## config.mk

```make
export PLATFORM = sky130hd
export DESIGN_NAME = barrel_dispatch
export DESIGN_NICKNAME = d
export VERILOG_FILES = /design/src/rtl/barrel_sched_pkg.sv /design/src/rtl/barrel_thread_slot.sv /design/src/rtl/barrel_rr_pick.sv /design/src/rtl/barrel_dispatch.sv
export SDC_FILE = /design/constraint.sdc
export NUM_CORES = 1
export LEC_CHECK = 0
export BUFFER_PORTS_ARGS = -buffer_cell sky130_fd_sc_hd__buf_2
export CAP_MARGIN = 20
export CORE_ASPECT_RATIO = 1.4
export CORE_UTILIZATION = 65
export CTS_CLUSTER_DIAMETER = 200
export DETAILED_ROUTE_END_ITERATION = 16
export PLACE_DENSITY = 0.82
export SKIP_CTS_REPAIR_TIMING = 1
export SLEW_MARGIN = 5
export SYNTH_ARGS = -nofsm -noshare
export SYNTH_HDL_FRONTEND = slang
export SYNTH_SLANG_ARGS = --single-unit
```

## constraint.sdc

```tcl
create_clock -name clk -period 15.9 [get_ports clk]
set_input_delay 1.59 -clock clk [delete_from_list [all_inputs] [get_ports clk]]
set_output_delay 1.59 -clock clk [all_outputs]
set_load 0.02 [all_outputs]
```

## src/rtl/barrel_sched_pkg.sv

```systemverilog
package barrel_sched_pkg;

   // width of a thread index, never below one bit
   function automatic int tid_width(input int n);
      return (n > 1) ? $clog2(n) : 1;
   endfunction

   // width of the re-issue countdown (holds gap-2)
   function automatic int gap_cnt_width(input int gap);
      return (gap > 2) ? $clog2(gap) : 1;
   endfunction

   typedef enum logic [1:0] {
      SLOT_IDLE    = 2'b00,
      SLOT_READY   = 2'b01,
      SLOT_WAIT    = 2'b10,
      SLOT_DRAIN   = 2'b11
   } slot_view_e;

endpackage

```

## src/rtl/barrel_thread_slot.sv

```systemverilog
module barrel_thread_slot
   import barrel_sched_pkg::*;
#(
   parameter int REISSUE_GAP = 11
) (
   input  logic clk,
   input  logic rst_n,
   input  logic start_req,
   input  logic stop_req,
   input  logic issue,
   input  logic retire,
   output logic running,
   output logic busy,
   output logic eligible
);

   localparam int CNT_W = gap_cnt_width(REISSUE_GAP);
   localparam logic [CNT_W-1:0] CNT_LOAD = CNT_W'(REISSUE_GAP - 2);

   logic             run_q;
   logic             busy_q;
   logic [CNT_W-1:0] cnt_q;

   // run flag: stop takes priority over start
   always_ff @(posedge clk) begin
      if (!rst_n) begin
         run_q <= 1'b0;
      end else if (stop_req) begin
         run_q <= 1'b0;
      end else if (start_req) begin
         run_q <= 1'b1;
      end
   end

   // busy flag with countdown; a retire pulse frees early
   always_ff @(posedge clk) begin
      if (!rst_n) begin
         busy_q <= 1'b0;
         cnt_q  <= '0;
      end else if (issue) begin
         busy_q <= 1'b1;
         cnt_q  <= CNT_LOAD;
      end else if (busy_q) begin
         if (retire || (cnt_q == '0)) begin
            busy_q <= 1'b0;
         end else begin
            cnt_q <= cnt_q - 1'b1;
         end
      end
   end

   slot_view_e view;
   always_comb begin
      unique case ({busy_q, run_q})
         2'b00:   view = SLOT_IDLE;
         2'b01:   view = SLOT_READY;
         2'b11:   view = SLOT_WAIT;
         default: view = SLOT_DRAIN;
      endcase
   end

   assign running  = run_q;
   assign busy     = busy_q;
   assign eligible = (view == SLOT_READY);

endmodule

```

## src/rtl/barrel_rr_pick.sv

```systemverilog
module barrel_rr_pick #(
   parameter int NUM_REQ = 24,
   parameter int IDX_W   = 5
) (
   input  logic [NUM_REQ-1:0] req,
   input  logic [IDX_W-1:0]   last,
   output logic               gnt_valid,
   output logic [IDX_W-1:0]   gnt_idx
);

   // search starts one past the last winner and wraps
   always_comb begin
      gnt_valid = 1'b0;
      gnt_idx   = '0;
      for (int k = 1; k <= NUM_REQ; k++) begin
         automatic int cand = int'(last) + k;
         if (cand >= NUM_REQ) cand = cand - NUM_REQ;
         if (!gnt_valid && req[cand]) begin
            gnt_valid = 1'b1;
            gnt_idx   = IDX_W'(cand);
         end
      end
   end

endmodule

```

## src/rtl/barrel_dispatch.sv

```systemverilog
module barrel_dispatch
   import barrel_sched_pkg::*;
#(
   parameter int NUM_THREADS = 24,
   parameter int REISSUE_GAP = 11,
   parameter int TID_W       = tid_width(NUM_THREADS)
) (
   input  logic                   clk,
   input  logic                   rst_n,
   input  logic [NUM_THREADS-1:0] start_mask,
   input  logic [NUM_THREADS-1:0] stop_mask,
   input  logic                   done_valid,
   input  logic [TID_W-1:0]       done_tid,
   output logic                   disp_valid,
   output logic [TID_W-1:0]       disp_tid
);

   localparam logic [TID_W-1:0] LAST_INIT = TID_W'(NUM_THREADS - 1);

   // elaboration-time parameter checks
   if (NUM_THREADS < 2) begin : g_bad_threads
      $error("barrel_dispatch: NUM_THREADS must be at least 2");
   end
   if (REISSUE_GAP < 2) begin : g_bad_gap
      $error("barrel_dispatch: REISSUE_GAP must be at least 2");
   end
   if (TID_W < tid_width(NUM_THREADS)) begin : g_bad_tidw
      $error("barrel_dispatch: TID_W too narrow for NUM_THREADS");
   end

   logic [NUM_THREADS-1:0] active_vec;
   logic [NUM_THREADS-1:0] busy_vec;
   logic [NUM_THREADS-1:0] ready_vec;
   logic [NUM_THREADS-1:0] issue_vec;
   logic [NUM_THREADS-1:0] retire_vec;
   logic [TID_W-1:0]       last_q;
   logic                   pick_valid;
   logic [TID_W-1:0]       pick_idx;

   for (genvar t = 0; t < NUM_THREADS; t++) begin : g_slot
      assign issue_vec[t]  = pick_valid && (pick_idx == TID_W'(t));
      assign retire_vec[t] = done_valid && (done_tid == TID_W'(t));

      barrel_thread_slot #(
         .REISSUE_GAP (REISSUE_GAP)
      ) u_slot (
         .clk       (clk),
         .rst_n     (rst_n),
         .start_req (start_mask[t]),
         .stop_req  (stop_mask[t]),
         .issue     (issue_vec[t]),
         .retire    (retire_vec[t]),
         .running   (active_vec[t]),
         .busy      (busy_vec[t]),
         .eligible  (ready_vec[t])
      );
   end

   barrel_rr_pick #(
      .NUM_REQ (NUM_THREADS),
      .IDX_W   (TID_W)
   ) u_pick (
      .req       (ready_vec),
      .last      (last_q),
      .gnt_valid (pick_valid),
      .gnt_idx   (pick_idx)
   );

   // remember the last winner for the rotation
   always_ff @(posedge clk) begin
      if (!rst_n) begin
         last_q <= LAST_INIT;
      end else if (pick_valid) begin
         last_q <= pick_idx;
      end
   end

   assign disp_valid = pick_valid;
   assign disp_tid   = pick_idx;

endmodule

```

# == Word-level counts from Yosys, hierarchy flattened ==
# Index checks and enable logic that the tools add are counted.
# classes
n_mul,0
muxes,312
n_reduce_logical,288
bitwise_logic,25
eq_ne,142
n_div,0
shift,0
add_sub_neg,72
order_cmp,48
# ops
cell,count
$ge A32 B6 Y1 const B,24
$lt A32 B7 Y1 const B,24
$mux W32,24
$sub A32 B6 Y32 const B,24
$mux W4,72
$mux W1,144
$pmux W2 S3,24
$bmux W1 S5,24
$mux W5,24
$eq A2 B1 Y1 const B,48
$logic_not A4 Y1,24
$reduce_and A2 Y1,48
$reduce_or A2 Y1,48
$sub A4 B1 Y4 const B,24
$eq A5 B4 Y1 const B,16
$eq A5 B5 Y1 const B,16
$logic_and A1 B1 Y1,71
$add A5 B5 Y6 const B,9
$add A5 B4 Y6 const B,8
$eq A2 B2 Y1 const B,24
$logic_not A2 Y1,24
$ne A2 B1 Y1 const B,24
$reduce_bool A2 Y1,24
$eq A5 B3 Y1 const B,8
9 further kinds,87
# totals
word_cells,984
n_memories,0
inputBits,56
latch_bits,0
mem_bits_ro,0
ram_bits,0
register_bits,149
out_inout_bits,6

# == Longest topological paths before layout ==
# depth
depth_word,80
mapped_depth,27
depth_no_buf,20

# == By module ==
# Synthesis repeated with hierarchy kept, for this count alone.
# hier_totals
hier_cells,1648
hier_area_um2,13264.0
# by_module_without_submodules
mod,seq_area_each_um2,area_each_um2,cells_per_inst,instances
barrel_thread_slot,120.1,289.0,32,24
barrel_rr_pick,0.0,5749.3,789,1
barrel_dispatch,100.1,578.1,91,1

# == Least setup slack after synthesis ==
# No wires, ideal clock.
# synth_path
path_kind,reg2out
from,reg last_q[2]
to,out disp_tid[1]
path_buffers,7
path_stages_with_launch,25
t_arrival_ps,5474
t_required_ps,14310
slack_ps,8836
cell_sequence,dfxtp_1 buf_2 inv_2 clkbuf_1 ha_1 clkbuf_1 a21boi_2 xnor2_1 inv_1 ha_1 o211a_1 a311oi_1 nand3_1 a31oi_2 or2_1 buf_2 or4_1 buf_6 buf_2 nor3_1 a311o_1 a22o_1 or2_2 inv_2 clkbuf_1
# synth_via
elab_chain_len,76
elab_cells_between_ends,261
classes_between,add/sub (48); order compare (24); mux (143); reduce/logical (46)
# synth_lines
element,line,source
"start, declared",barrel_dispatch.sv:36,logic [TID_W-1:0] last_q;
"start signal, assigned",barrel_dispatch.sv:74,last_q <= pick_idx;
$add A5 B1 Y6,barrel_rr_pick.sv:16,automatic int cand = int'(last) + k;
$sub A32 B6 Y32 or $ge A32 B6 Y1 (tied branches),barrel_rr_pick.sv:17,if (cand >= NUM_REQ) cand = cand - NUM_REQ;
$mux W32,barrel_rr_pick.sv:17,
$bmux W1 S5,barrel_rr_pick.sv:18,if (!gnt_valid && req[cand]) begin
$mux W1 (not written as such) (2 in series),barrel_rr_pick.sv:18,
$mux W1,barrel_rr_pick.sv:18,
$logic_not A1 Y1,barrel_rr_pick.sv:18,
$logic_and A1 B1 Y1,barrel_rr_pick.sv:18,
[59 not listed],n/a,
$logic_and A1 B1 Y1,barrel_rr_pick.sv:18,
$mux W1,barrel_rr_pick.sv:18,
$logic_not A1 Y1,barrel_rr_pick.sv:18,
$logic_and A1 B1 Y1,barrel_rr_pick.sv:18,
$mux W1,barrel_rr_pick.sv:18,
$logic_not A1 Y1,barrel_rr_pick.sv:18,
$logic_and A1 B1 Y1,barrel_rr_pick.sv:18,
$mux W5 (*),barrel_rr_pick.sv:18,
"end, declared",barrel_dispatch.sv:15,output logic [TID_W-1:0] disp_tid
# Mark *: on every way between the ends. The rest lies on a longest branch, timed or not. The select of a mux whose other input is x is not followed.

# == Worst setup path in the final report ==
# layout_path
from,reg last_q[0]
to,out disp_tid[4]
# Same word-level chain as after synthesis.

==> results.json <==
{
  "grt_max_degree": 71,
  "fin_skew_ns": 0.0124,
  "postRouteAntennaNets": 0,
  "root_buffer": "clkbuf_16",
  "synthToLayoutAreaGrowth_pct": 7.12,
  "via_per_inst": 7.32,
  "dr.first_iter.drc_count": 1642,
  "core-area_um2": 19200,
  "endpoint_kind": "output pin",
  "crit_type": "flip-flop to output pin",
  "drv_slew": 0,
  "cts_max_level": 4,
  "ys_seq_area_frac": 0.233,
  "synth_top_area_frac": 0.233,
  "clk_pin_slew_ns": 0.07,
  "rsz0062_at_grt": "no",
  "tns_ns": 0,
  "drc_errors": 0,
  "final_nets": 1737,
  "start_util": 0.666,
  "required_ns": 14.31,
  "netlist_top_cells_count": "dfxtp_1 (149), nor2_1 (121), inv_1 (108)",
  "synth_cells": 1607,
  "ios": 62,
  "setup_viol": 0,
  "synth_top_cell_by_area": "dfxtp_1",
  "clock_latency_ns": 0.43,
  "ys_ff_latch": 149,
  "antenna_found_initial": 3,
  "max_slew.worst_pin.slew_ns": 1.17,
  "syn-cell-area_um2": 12800,
  "cts_buffer_depth": 2,
  "place_congestion": 1.08,
  "synthArstFlopShare": 0,
  "maxCapViolCount": 0,
  "crit_path_max_fanout": 49,
  "cts_inserted_buffers": 17,
  "fp.dieW_um": 121,
  "die_h_um": 168,
  "syn-num-nets": 1726,
  "synth_edf_count": 0,
  "period_needed_ns": 9.11,
  "placed_area_um2": 13100,
  "drive_gt1_frac": 0.124,
  "ys_warn_count": 0,
  "cts_num_sinks": 149,
  "portBuffers": 61,
  "slew_headroom": 0.223,
  "wl_mm": 50.1,
  "clock.fmax_mhz": 110,
  "hold_class": "flip-flop to flip-flop",
  "cp.arrival_ns": 7.52,
  "syn_area_per_cell_um2": 7.96,
  "hold_viol_final": 0,
  "grt_pass1_wl_mm": 75.7,
  "grt.total_usage": 0.496,
  "row_count": 60,
  "worst_setup_path_start_kind": "flip-flop",
  "final_area_um2": 13700,
  "grt-ovfl-total": 0,
  "synthFlopType": "dfxtp_1",
  "first_pass_iters": 6,
  "place.detailed.hpwl_mm": 34.4,
  "dr_total_vias": 13800,
  "yosysMostFrequentCell": "dfxtp_1",
  "die-area_um2": 20300,
  "wl_per_cell_um": 26.6,
  "grt_pass1_vias": 13400,
  "timing.final.crit_share": 0.573,
  "ys_top_cells_by_area": "dfxtp_1 (23%), ha_1 (6.2%), xnor2_1 (4.9%)",
  "tritoncts": "done",
  "synth.distinct_cells": 103,
  "run_status": "completed"
}
==> through the flow <==
| step | hold slack [ns] | std cells | worst slack (ns) | utilization |
|---|---|---|---|---|
| floorplan | 0.467 | 1607 | 8.84 | - |
| global placement | 0.483 | 1846 | 7.63 | 0.683 |
| detailed placement | 0.490 | 1846 | 7.58 | 0.683 |
| CTS | 0.503 | 1878 | 7.08 | 0.713 |
| global route | 0.526 | 1879 | 6.53 | 0.713 |
| finish | 0.506 | 1880 | 6.79 | 0.713 |
==> cells by family (layout without fill, tap and decap cells) <==
| group | after synthesis | count (layout) | synth area share |
|---|---|---|---|
| AO/OA/AOI/OAI | 416 | 416 | 0.233 |
| other | 0 | 1 | 0 |
| AND/OR/NAND/NOR | 617 | 617 | 0.263 |
| XOR/XNOR | 92 | 92 | 0.0630 |
| multiplexers | 68 | 68 | 0.0793 |
| flip-flops | 149 | 149 | 0.233 |
| buffers and inverters | 202 | 226 | 0.0675 |
| adder cells (fa/ha/maj) | 63 | 63 | 0.0616 |
==> per-layer routing <==
metal | global-route usage | up-vias | routed length, µm
met5 | 0 | - | 29
met2 | 0.813 | 949 | 23200
met3 | 0.147 | 377 | 5300
met1 | 0.506 | 6426 | 16100
li1 | - | 6014 | -
met4 | 0.450 | 4 | 5450
==> state kept, by name (all words and copies together) (netlist names) <==
signal	cells
last_q	5
g_slot.u_slot.busy	24
g_slot.u_slot.running	24
g_slot.u_slot.cnt_q	96
==> layout by cell type (no fill, tap or decap), types with 15 or more instances in the layout <==
master | synthesis | routed
a211oi_1 | 21 | 21
a21oi_1 | 92 | 92
and3_1 | 46 | 46
buf_2 | 17 | 62
buf_4 | 4 | 19
clkbuf_16 | 0 | 17
dfxtp_1 | 149 | 147
ha_1 | 63 | 63
inv_1 | 108 | 107
mux2i_1 | 28 | 28
mux4_2 | 25 | 25
nand2_1 | 81 | 81
nand2b_1 | 45 | 45
nand3_1 | 42 | 42
nor2_1 | 121 | 121
nor2b_1 | 27 | 27
nor3_1 | 70 | 70
nor4_1 | 49 | 49
o211ai_1 | 29 | 29
o21ai_0 | 54 | 53
o32ai_1 | 15 | 15
or3_1 | 37 | 37
xnor2_1 | 71 | 71
xor2_1 | 21 | 21
==> layout make-up <==
| class | count | area, µm² |
|---|---|---|
| repair buffers | 81 | 453 |
| clock inverters | 14 | 141 |
| clock buffers | 18 | 439 |
| multi-input cells | 1256 | 8950 |
| diodes | 1 | 2.50 |
| inverters | 113 | 425 |
| fillers | 1480 | 5510 |
| well taps | 248 | 310 |
| flip-flops and latches | 149 | 2990 |
==> critical path: stages (launching register included) <==
cell      delay, ns
dfxtp_2        0.71
buf_4          0.59
inv_2          0.24
ha_1           1.01
inv_1          0.57
mux4_2         0.65
a32oi_1        0.25
a31oi_2        0.11
or2_1          0.35
or4_1          0.92
nor3_1         0.44
a211oi_1       0.13
o221ai_1       0.23
and2_1         0.57
buf_2          0.29
==> final timing paths <==
kind                                    startpoint                                      to  depth (start not counted)  slack [ns]
max                         last_q[0]$_SDFFE_PN1P_                             disp_tid[4]                         14        6.79
min          g_slot[1].u_slot.running$_SDFFE_PP0P_   g_slot[1].u_slot.running$_SDFFE_PP0P_                          2        0.51
max reg2reg                 last_q[0]$_SDFFE_PN1P_  g_slot[0].u_slot.cnt_q[0]$_SDFFE_PN0P_                         15        7.80
min reg2reg  g_slot[1].u_slot.running$_SDFFE_PP0P_   g_slot[1].u_slot.running$_SDFFE_PP0P_                          2        0.51
Power is not shown: default switching activity piles up to over one toggle a cycle in this logic, so the estimate is an artifact.
